## src/rtl/srx_pkg.sv

```systemverilog
// Shared types for the serial receiver: the stored character record and
// the framer state encoding. Assumes a character of at most 8 data bits.
package srx_pkg;
    localparam int SRX_DW = 8;

    typedef struct packed {
        logic [SRX_DW-1:0] data;
        logic              perr;
        logic              ferr;
    } srx_char_t;

    typedef enum logic [2:0] {
        FR_IDLE,
        FR_START,
        FR_DATA,
        FR_PAR,
        FR_STOP1,
        FR_STOP2
    } srx_state_t;
endpackage

```

## src/rtl/srx_sync.sv

```systemverilog
// Multi-stage synchronizer for an asynchronous input. It advances only while
// en is high, so the whole block freezes together. Assumes STAGES >= 2.
module srx_sync #(
    parameter int   STAGES  = 2,
    parameter logic RST_VAL = 1'b1
) (
    input  logic clk,
    input  logic rst_n,
    input  logic en,
    input  logic d,
    output logic q
);
    logic [STAGES-1:0] chain;

    // shift the input through the flop chain
    always_ff @(posedge clk) begin
        if (!rst_n)  chain <= {STAGES{RST_VAL}};
        else if (en) chain <= {chain[STAGES-2:0], d};
    end

    assign q = chain[STAGES-1];
endmodule

```

## src/rtl/srx_framer.sv

```systemverilog
// Frame recogniser. It finds the start bit, samples the data, parity and stop
// bits, and emits one registered push per finished character. In 16x mode it
// counts tick16 pulses from the start detection. In 1x mode it samples on
// rising edges of the synchronized bit clock. clr returns it to idle.
// Assumes the line and bit clock inputs are already synchronized.
module srx_framer
    import srx_pkg::*;
#(
    parameter int OVS = 16
) (
    input  logic      clk,
    input  logic      rst_n,
    input  logic      en,
    input  logic      clr,
    input  logic      mode_1x,
    input  logic      par_en,
    input  logic      par_odd,
    input  logic      two_stop,
    input  logic      eight_bit,
    input  logic      tick16,
    input  logic      line,
    input  logic      bclk,
    output logic      push,
    output srx_char_t push_char
);
    localparam int            CW  = $clog2(OVS);
    localparam int            BW  = $clog2(SRX_DW);
    localparam logic [CW-1:0] MID = CW'(OVS / 2 - 1);
    localparam logic [CW-1:0] END = CW'(OVS - 1);

    srx_state_t        state;
    logic [CW-1:0]     cnt;
    logic [BW-1:0]     bitcnt;
    logic [SRX_DW-1:0] shreg;
    logic              pbit;
    logic              ferr_q;
    logic              bclk_q;
    logic              bclk_rise;
    logic [CW-1:0]     limit;
    logic              samp;
    logic              start_seen;
    logic [BW-1:0]     last_bit;
    logic [SRX_DW-1:0] data_now;
    logic              perr_now;

    // choose when a bit is sampled and when the data field ends
    always_comb begin
        bclk_rise  = bclk & ~bclk_q;
        limit      = (state == FR_START) ? MID : END;
        samp       = mode_1x ? bclk_rise : (tick16 && cnt == limit);
        start_seen = (mode_1x ? bclk_rise : tick16) && !line;
        last_bit   = eight_bit ? BW'(SRX_DW - 1) : BW'(SRX_DW - 2);
        data_now   = eight_bit ? shreg : {1'b0, shreg[SRX_DW-1:1]};
        perr_now   = par_en & (^data_now ^ pbit ^ par_odd);
    end

    // count tick16 pulses within the bit currently being received
    always_ff @(posedge clk) begin
        if (!rst_n)                            cnt <= '0;
        else if (en) begin
            if (clr || state == FR_IDLE)       cnt <= '0;
            else if (tick16)                   cnt <= (cnt == limit) ? '0 : cnt + 1'b1;
        end
    end

    // remember the previous bit clock level for edge detection
    always_ff @(posedge clk) begin
        if (!rst_n)  bclk_q <= 1'b0;
        else if (en) bclk_q <= bclk;
    end

    // frame state machine and character assembly
    always_ff @(posedge clk) begin
        if (!rst_n) begin
            state     <= FR_IDLE;
            bitcnt    <= '0;
            shreg     <= '0;
            pbit      <= 1'b0;
            ferr_q    <= 1'b0;
            push      <= 1'b0;
            push_char <= '0;
        end else if (en) begin
            push <= 1'b0;
            if (clr) begin
                state <= FR_IDLE;
            end else begin
                case (state)
                    FR_IDLE: if (start_seen) begin
                        state  <= mode_1x ? FR_DATA : FR_START;
                        bitcnt <= '0;
                    end
                    FR_START: if (samp) state <= line ? FR_IDLE : FR_DATA;
                    FR_DATA: if (samp) begin
                        shreg  <= {line, shreg[SRX_DW-1:1]};
                        bitcnt <= bitcnt + 1'b1;
                        if (bitcnt == last_bit) state <= par_en ? FR_PAR : FR_STOP1;
                    end
                    FR_PAR: if (samp) begin
                        pbit  <= line;
                        state <= FR_STOP1;
                    end
                    FR_STOP1: if (samp) begin
                        ferr_q <= !line;
                        if (two_stop) begin
                            state <= FR_STOP2;
                        end else begin
                            state     <= FR_IDLE;
                            push      <= 1'b1;
                            push_char <= '{data: data_now, perr: perr_now, ferr: !line};
                        end
                    end
                    FR_STOP2: if (samp) begin
                        state     <= FR_IDLE;
                        push      <= 1'b1;
                        push_char <= '{data: data_now, perr: perr_now, ferr: ferr_q | !line};
                    end
                    default: state <= FR_IDLE;
                endcase
            end
        end
    end
endmodule

```

## src/rtl/srx_fifo.sv

```systemverilog
// Character store. It is written by the framer and read from the head. A push
// into a full store is dropped and sets a sticky overrun flag. A pop clears
// overrun, and flush empties the store. Assumes DEPTH is a power of two.
module srx_fifo
    import srx_pkg::*;
#(
    parameter int DEPTH = 8
) (
    input  logic                       clk,
    input  logic                       rst_n,
    input  logic                       en,
    input  logic                       flush,
    input  logic                       push,
    input  srx_char_t                  push_char,
    input  logic                       pop,
    output srx_char_t                  head,
    output logic [$clog2(DEPTH+1)-1:0] level,
    output logic                       ovr
);
    localparam int PW = $clog2(DEPTH);
    localparam int LW = $clog2(DEPTH + 1);

    srx_char_t     mem [DEPTH];
    logic [PW-1:0] wr_ptr;
    logic [PW-1:0] rd_ptr;
    logic          do_push;
    logic          do_pop;
    logic          is_full;

    // decide which requests are taken this cycle
    always_comb begin
        is_full = (level == LW'(DEPTH));
        do_push = push && !is_full;
        do_pop  = pop && level != '0;
    end

    // write accepted characters into storage
    always_ff @(posedge clk) begin
        if (en && !flush && do_push) mem[wr_ptr] <= push_char;
    end

    // pointers, fill level and overrun flag
    always_ff @(posedge clk) begin
        if (!rst_n) begin
            wr_ptr <= '0;
            rd_ptr <= '0;
            level  <= '0;
            ovr    <= 1'b0;
        end else if (en) begin
            if (flush) begin
                wr_ptr <= '0;
                rd_ptr <= '0;
                level  <= '0;
                ovr    <= 1'b0;
            end else begin
                if (do_push) wr_ptr <= wr_ptr + 1'b1;
                if (do_pop)  rd_ptr <= rd_ptr + 1'b1;
                case ({do_push, do_pop})
                    2'b10:   level <= level + 1'b1;
                    2'b01:   level <= level - 1'b1;
                    default: level <= level;
                endcase
                if (push && is_full) ovr <= 1'b1;
                else if (do_pop)     ovr <= 1'b0;
            end
        end
    end

    assign head = mem[rd_ptr];
endmodule

```

## src/rtl/serial_rx_unit.sv

```systemverilog
// Top of the serial receiver. It synchronizes the line and the bit clock and
// gates all state with unit_en. It routes the first read after reset to a
// clean start of the store, and derives the fill-level flags.
// Assumes tick16 is a single-cycle pulse in the clk domain.
module serial_rx_unit
    import srx_pkg::*;
#(
    parameter int DEPTH     = 8,
    parameter int OVS       = 16,
    parameter int SYNC_STGS = 2
) (
    input  logic              clk,
    input  logic              rst_n,
    input  logic              rxd,
    input  logic              tick16,
    input  logic              bit_clk,
    input  logic              unit_en,
    input  logic              rx_en,
    input  logic              mode_1x,
    input  logic              par_en,
    input  logic              par_odd,
    input  logic              two_stop,
    input  logic              eight_bit,
    input  logic              rd_stb,
    output logic [SRX_DW-1:0] rd_data,
    output logic              rd_perr,
    output logic              rd_ferr,
    output logic              ovr,
    output logic              rdy,
    output logic              half,
    output logic              full
);
    localparam int LW = $clog2(DEPTH + 1);

    logic          line_s;
    logic          bclk_s;
    logic          push;
    srx_char_t     push_char;
    srx_char_t     head;
    logic [LW-1:0] fifo_level;
    logic          init_pending;
    logic          first_rd;

    srx_sync #(.STAGES(SYNC_STGS), .RST_VAL(1'b1)) u_sync_line (
        .clk(clk), .rst_n(rst_n), .en(unit_en), .d(rxd), .q(line_s)
    );

    srx_sync #(.STAGES(SYNC_STGS), .RST_VAL(1'b0)) u_sync_bclk (
        .clk(clk), .rst_n(rst_n), .en(unit_en), .d(bit_clk), .q(bclk_s)
    );

    srx_framer #(.OVS(OVS)) u_framer (
        .clk(clk), .rst_n(rst_n), .en(unit_en), .clr(!rx_en),
        .mode_1x(mode_1x), .par_en(par_en), .par_odd(par_odd),
        .two_stop(two_stop), .eight_bit(eight_bit), .tick16(tick16),
        .line(line_s), .bclk(bclk_s), .push(push), .push_char(push_char)
    );

    // the first read strobe after reset starts the store clean
    always_comb first_rd = rd_stb && init_pending;

    // track whether the starting read has happened yet
    always_ff @(posedge clk) begin
        if (!rst_n)                   init_pending <= 1'b1;
        else if (unit_en && first_rd) init_pending <= 1'b0;
    end

    srx_fifo #(.DEPTH(DEPTH)) u_fifo (
        .clk(clk), .rst_n(rst_n), .en(unit_en),
        .flush(!rx_en || first_rd),
        .push(push), .push_char(push_char),
        .pop(rd_stb && !init_pending),
        .head(head), .level(fifo_level), .ovr(ovr)
    );

    // head record and fill-level flags
    always_comb begin
        rd_data = head.data;
        rd_perr = head.perr;
        rd_ferr = head.ferr;
        rdy     = (fifo_level != '0);
        half    = (fifo_level >= LW'(DEPTH / 2));
        full    = (fifo_level == LW'(DEPTH));
    end
endmodule

```

## config.mk

```make
export PLATFORM = sky130hd
export DESIGN_NAME = serial_rx_unit
export DESIGN_NICKNAME = d
export VERILOG_FILES = /design/src/rtl/srx_pkg.sv /design/src/rtl/srx_sync.sv /design/src/rtl/srx_framer.sv /design/src/rtl/srx_fifo.sv /design/src/rtl/serial_rx_unit.sv
export SDC_FILE = /design/constraint.sdc
export NUM_CORES = 1
export LEC_CHECK = 0
export ABC_CLOCK_PERIOD_IN_PS = 2700
export BUFFER_PORTS_ARGS = -buffer_cell sky130_fd_sc_hd__buf_4
export CAP_MARGIN = 20
export CORE_UTILIZATION = 55
export CTS_CLUSTER_DIAMETER = 150
export DETAILED_ROUTE_END_ITERATION = 16
export PLACE_DENSITY = 0.75
export SLEW_MARGIN = 20
export SYNTH_ARGS = -nofsm -noshare
export SYNTH_HDL_FRONTEND = slang
export SYNTH_SLANG_ARGS = --single-unit
```

## constraint.sdc

```tcl
create_clock -name clk -period 2.7 [get_ports clk]
set_input_delay 0.54 -clock clk [delete_from_list [all_inputs] [get_ports clk]]
set_output_delay 0.54 -clock clk [all_outputs]
set_load 0.005 [all_outputs]
```

==> results_dict.tcl <==
set metrics [dict create \
    internal_power_uw 3680 \
    max_freq_ghz 0.384 \
    synth.yosys.seq_area_share 0.608 \
    critical_path_class "register to register" \
    final_layout_size_suffix_gt1_frac 0.265 \
    fin_worst_hold_slack_ps 242 \
    grt_overflow 0 \
    worst_ep_required_time_ps 3140 \
    route.antenna.remaining_nets 0 \
    critical_path.startpoint_type "register" \
    syn-num-nets 440 \
    post_synth_most_frequent_cells "edfxtp_1 (80), dfxtp_1 (51), nand2_1 (41), nor2_1 (29), mux2i_1 (23)" \
    hold_start "rxd" \
    tritoncts_num_sinks 131 \
    starting_density_of_the_core 0.571 \
    power.density_nw_per_um2 695 \
    postSynthRegisterBits 131 \
    synthTopCellsByArea "edfxtp_1 (43%), dfxtp_1 (18%), mux4_2 (8.0%)" \
    net_count_final 479 \
    ys_dominant_reg_cell "edfxtp_1" \
    numCtsBuffers 17 \
    finalWirelength_um 10600 \
    io_buffer_count 26 \
    part_of_the_cycle_the_worst_path_needs 0.964 \
    grt_first_pass_wirelength_um 17100 \
    drt_first_pass_iters 4 \
    drv.max_cap_violation_count 0 \
    htreeDepth 4 \
    path_cells "or4_4 > and3b_2 > ha_4 > ha_1 > a21o_1 > a21oi_2 > xor2_1 > or4_1 > a31oi_1" \
    max_slew.worst_pin.slew_ps 1040 \
    regToRegStartpoint "u_fifo.level[1]" \
    ys_types 58 \
    cp-end-kind "register" \
    clock_insertion_delay_at_the_later_pin_of_the_skew_report_ps 510 \
    yosys_warnings 0 \
    cp_data_arrival_time_ps 3040 \
    post_cts.repair.setup_buffers 0 \
    min_path_cells 3 \
    pwr-share-seq 0.454 \
    dp_slack_ps 4.57 \
    max_stage_delay_ps 510 \
    synth_top_area_share 0.426 \
    die_h_um 103 \
    insertedDiodeCount 0 \
    worst_setup_path_startpoint "u_fifo.level[1]" \
    grt_pass1_vias 3448 \
    die_w_um 103 \
    finalMaxSlewViolations 0 \
    proportion_of_power_drawn_by_the_clock_network 0.522 \
    synthDominantAreaCellType "edfxtp_1" \
    rsz0062_at_grt "false" \
    clock_skew_ps 5.05 \
    postPlaceCellArea_sq_um 6030 \
    irDropWorstVdd_mv 0.478 \
    cts_hold_buf 0 \
    drc 0 \
    highest_fanout_seen_on_the_critical_path 5 \
    detailed_place_hpwl_um 6810 \
    p_sw_frac 0.209 \
    total_leakage_power_uw 0.00251 \
    final_hold_viol_count 0 \
    synth-edff-count 80 \
    core.rowCount 36 \
    routed_via_density 5.83 \
    area.growth.synth_to_final_pct 18.7 \
    clock_tree_from_tritoncts "done" \
    antenna_found_initial 0 \
    timing.critical_path.slowest_stage_cell "or4_4" \
    max_slew_margin 0.307 \
    synthesis.area_sq_um 5630 \
    cts.root.buffer_cell "clkbuf_8" \
    run_status "finished clean" \
    final.setup.tns_ps 0 \
    p_sw_uw 974 \
    detail_route.wl_per_cell_um 17.5 \
    vias 3524 \
    worstRegToRegCells 9 \
    grt_start_max_net_pins 30 \
    place.gp.congestion 0.855 \
    final_area_sq_um 6690 \
    power.combinational.fraction 0.023 \
    first_iter_violations 147 \
    syn-instance-count 419 \
    floorplan.core_area_sq_um 9860 \
    max-clock-path-buffers 2 \
    avgSynthCellArea_sq_um 13.4 \
    setup_viol 0 \
    top_level_ports 27 \
    die_area_sq_um 10700 \
    proportion_of_register_bits_with_asynchronous_set_or_reset_after_synthesis 0 \
    clk_pin_slew_ps 60 \
    timing.hold.worst.class "input pin to register" \
    fin_crit_ps 2600 \
    most_common_cell_in_the_synthesized_netlist "edfxtp_1" \
    grt_usage 0.221 \
    setup_slack_of_the_critical_path_after_layout_ps 97.9 \
]
## power groups by stage
stage | clock network, uW | logic [uW] | registers, uW
2_1_floorplan | 0 | 75.9 | 2150
3_3_place_gp | 0 | 105 | 2160
3_5_place_dp | 0 | 107 | 2160
4_1_cts | 2460 | 108 | 2110
5_1_grt | 2550 | 118 | 2110
6_report | 2430 | 108 | 2110
## sequential cells by signal (all words and copies together) (netlist names), 2 cells and up, named ones only
| name | count |
|---|---|
| u_fifo.mem | 80 |
| u_framer.push_char | 10 |
| u_framer.shreg | 8 |
| u_fifo.level | 4 |
| u_framer.cnt | 4 |
| u_fifo.rd_ptr | 3 |
| u_fifo.wr_ptr | 3 |
| u_framer.bitcnt | 3 |
| u_framer.state | 3 |
| u_sync_bclk.chain | 2 |
| u_sync_line.chain | 2 |
## through the flow
step | std cells | utilization | power, uW
2_1_floorplan | 419 | - | 2230
3_3_place_gp | 572 | 0.611 | 2260
3_5_place_dp | 572 | 0.611 | 2260
4_1_cts | 604 | 0.676 | 4680
5_1_grt | 604 | 0.678 | 4780
6_report | 604 | 0.678 | 4650
## cell usage in the layout, fill, tap and decap left out, types with 6 or more instances in the layout
cell type	instances
nor2_1	29
edfxtp_1	80
mux2_2	14
ha_1	6
a21oi_1	20
nand2_1	40
clkbuf_16	16
buf_4	39
mux4_2	20
mux2i_1	23
o21ai_0	11
xnor2_1	10
dfxtp_1	49
nand3_1	11
## final timing paths
| path | to | slack, ps |
|---|---|---|
| worst max-delay path | u_fifo.level[3] | 100 |
| worst max register to register | u_fifo.level[3] | 100 |
| worst min register to register | init_pending | 470 |
| worst min-delay path | u_sync_line.chain[0] | 240 |
## area by class of cell
type / instances / area (sq um)
Sequential cell: 131 / 3430
Tap cell: 133 / 166
Timing Repair Buffer: 40 / 313
Clock buffer: 17 / 414
Clock inverter: 15 / 220
Inverter: 5 / 18.8
Fill cell: 666 / 3180
Multi-Input combinational cell: 263 / 2130
## what timing repair did
action | CTS | global route
cloned | 0 | 0
pin swaps | 0 | 4
setup endpoints to repair | 1 | 1
gates resized for setup | 1 | 7
## layer usage
metal  routed length [um]  global-route usage
met1                 4390               0.260
met5                    0                   0
met3                  424              0.0511
met4                  163              0.0813
met2                 5600               0.398
## critical path, delay by kind of cell (launching register included)
kind	cells	cell delay [ps]
fa+ha+maj	2	460
flops	1	360
xor+xnor	1	90
simple gates	3	1150
compound gates	3	460
## cell families (layout without fill, tap and decap cells)
group,count (synthesis),in the layout,share of synthesized area
XOR/XNOR,15,15,0.0247
flip-flops,131,131,0.608
buffers and inverters,25,77,0.0198
AND/OR/NAND/NOR,117,117,0.104
multiplexers,57,57,0.149
adder cells (fa/ha/maj),8,8,0.0191
AO/OA/AOI/OAI,66,66,0.0760
(Power assumes the default switching activity.)
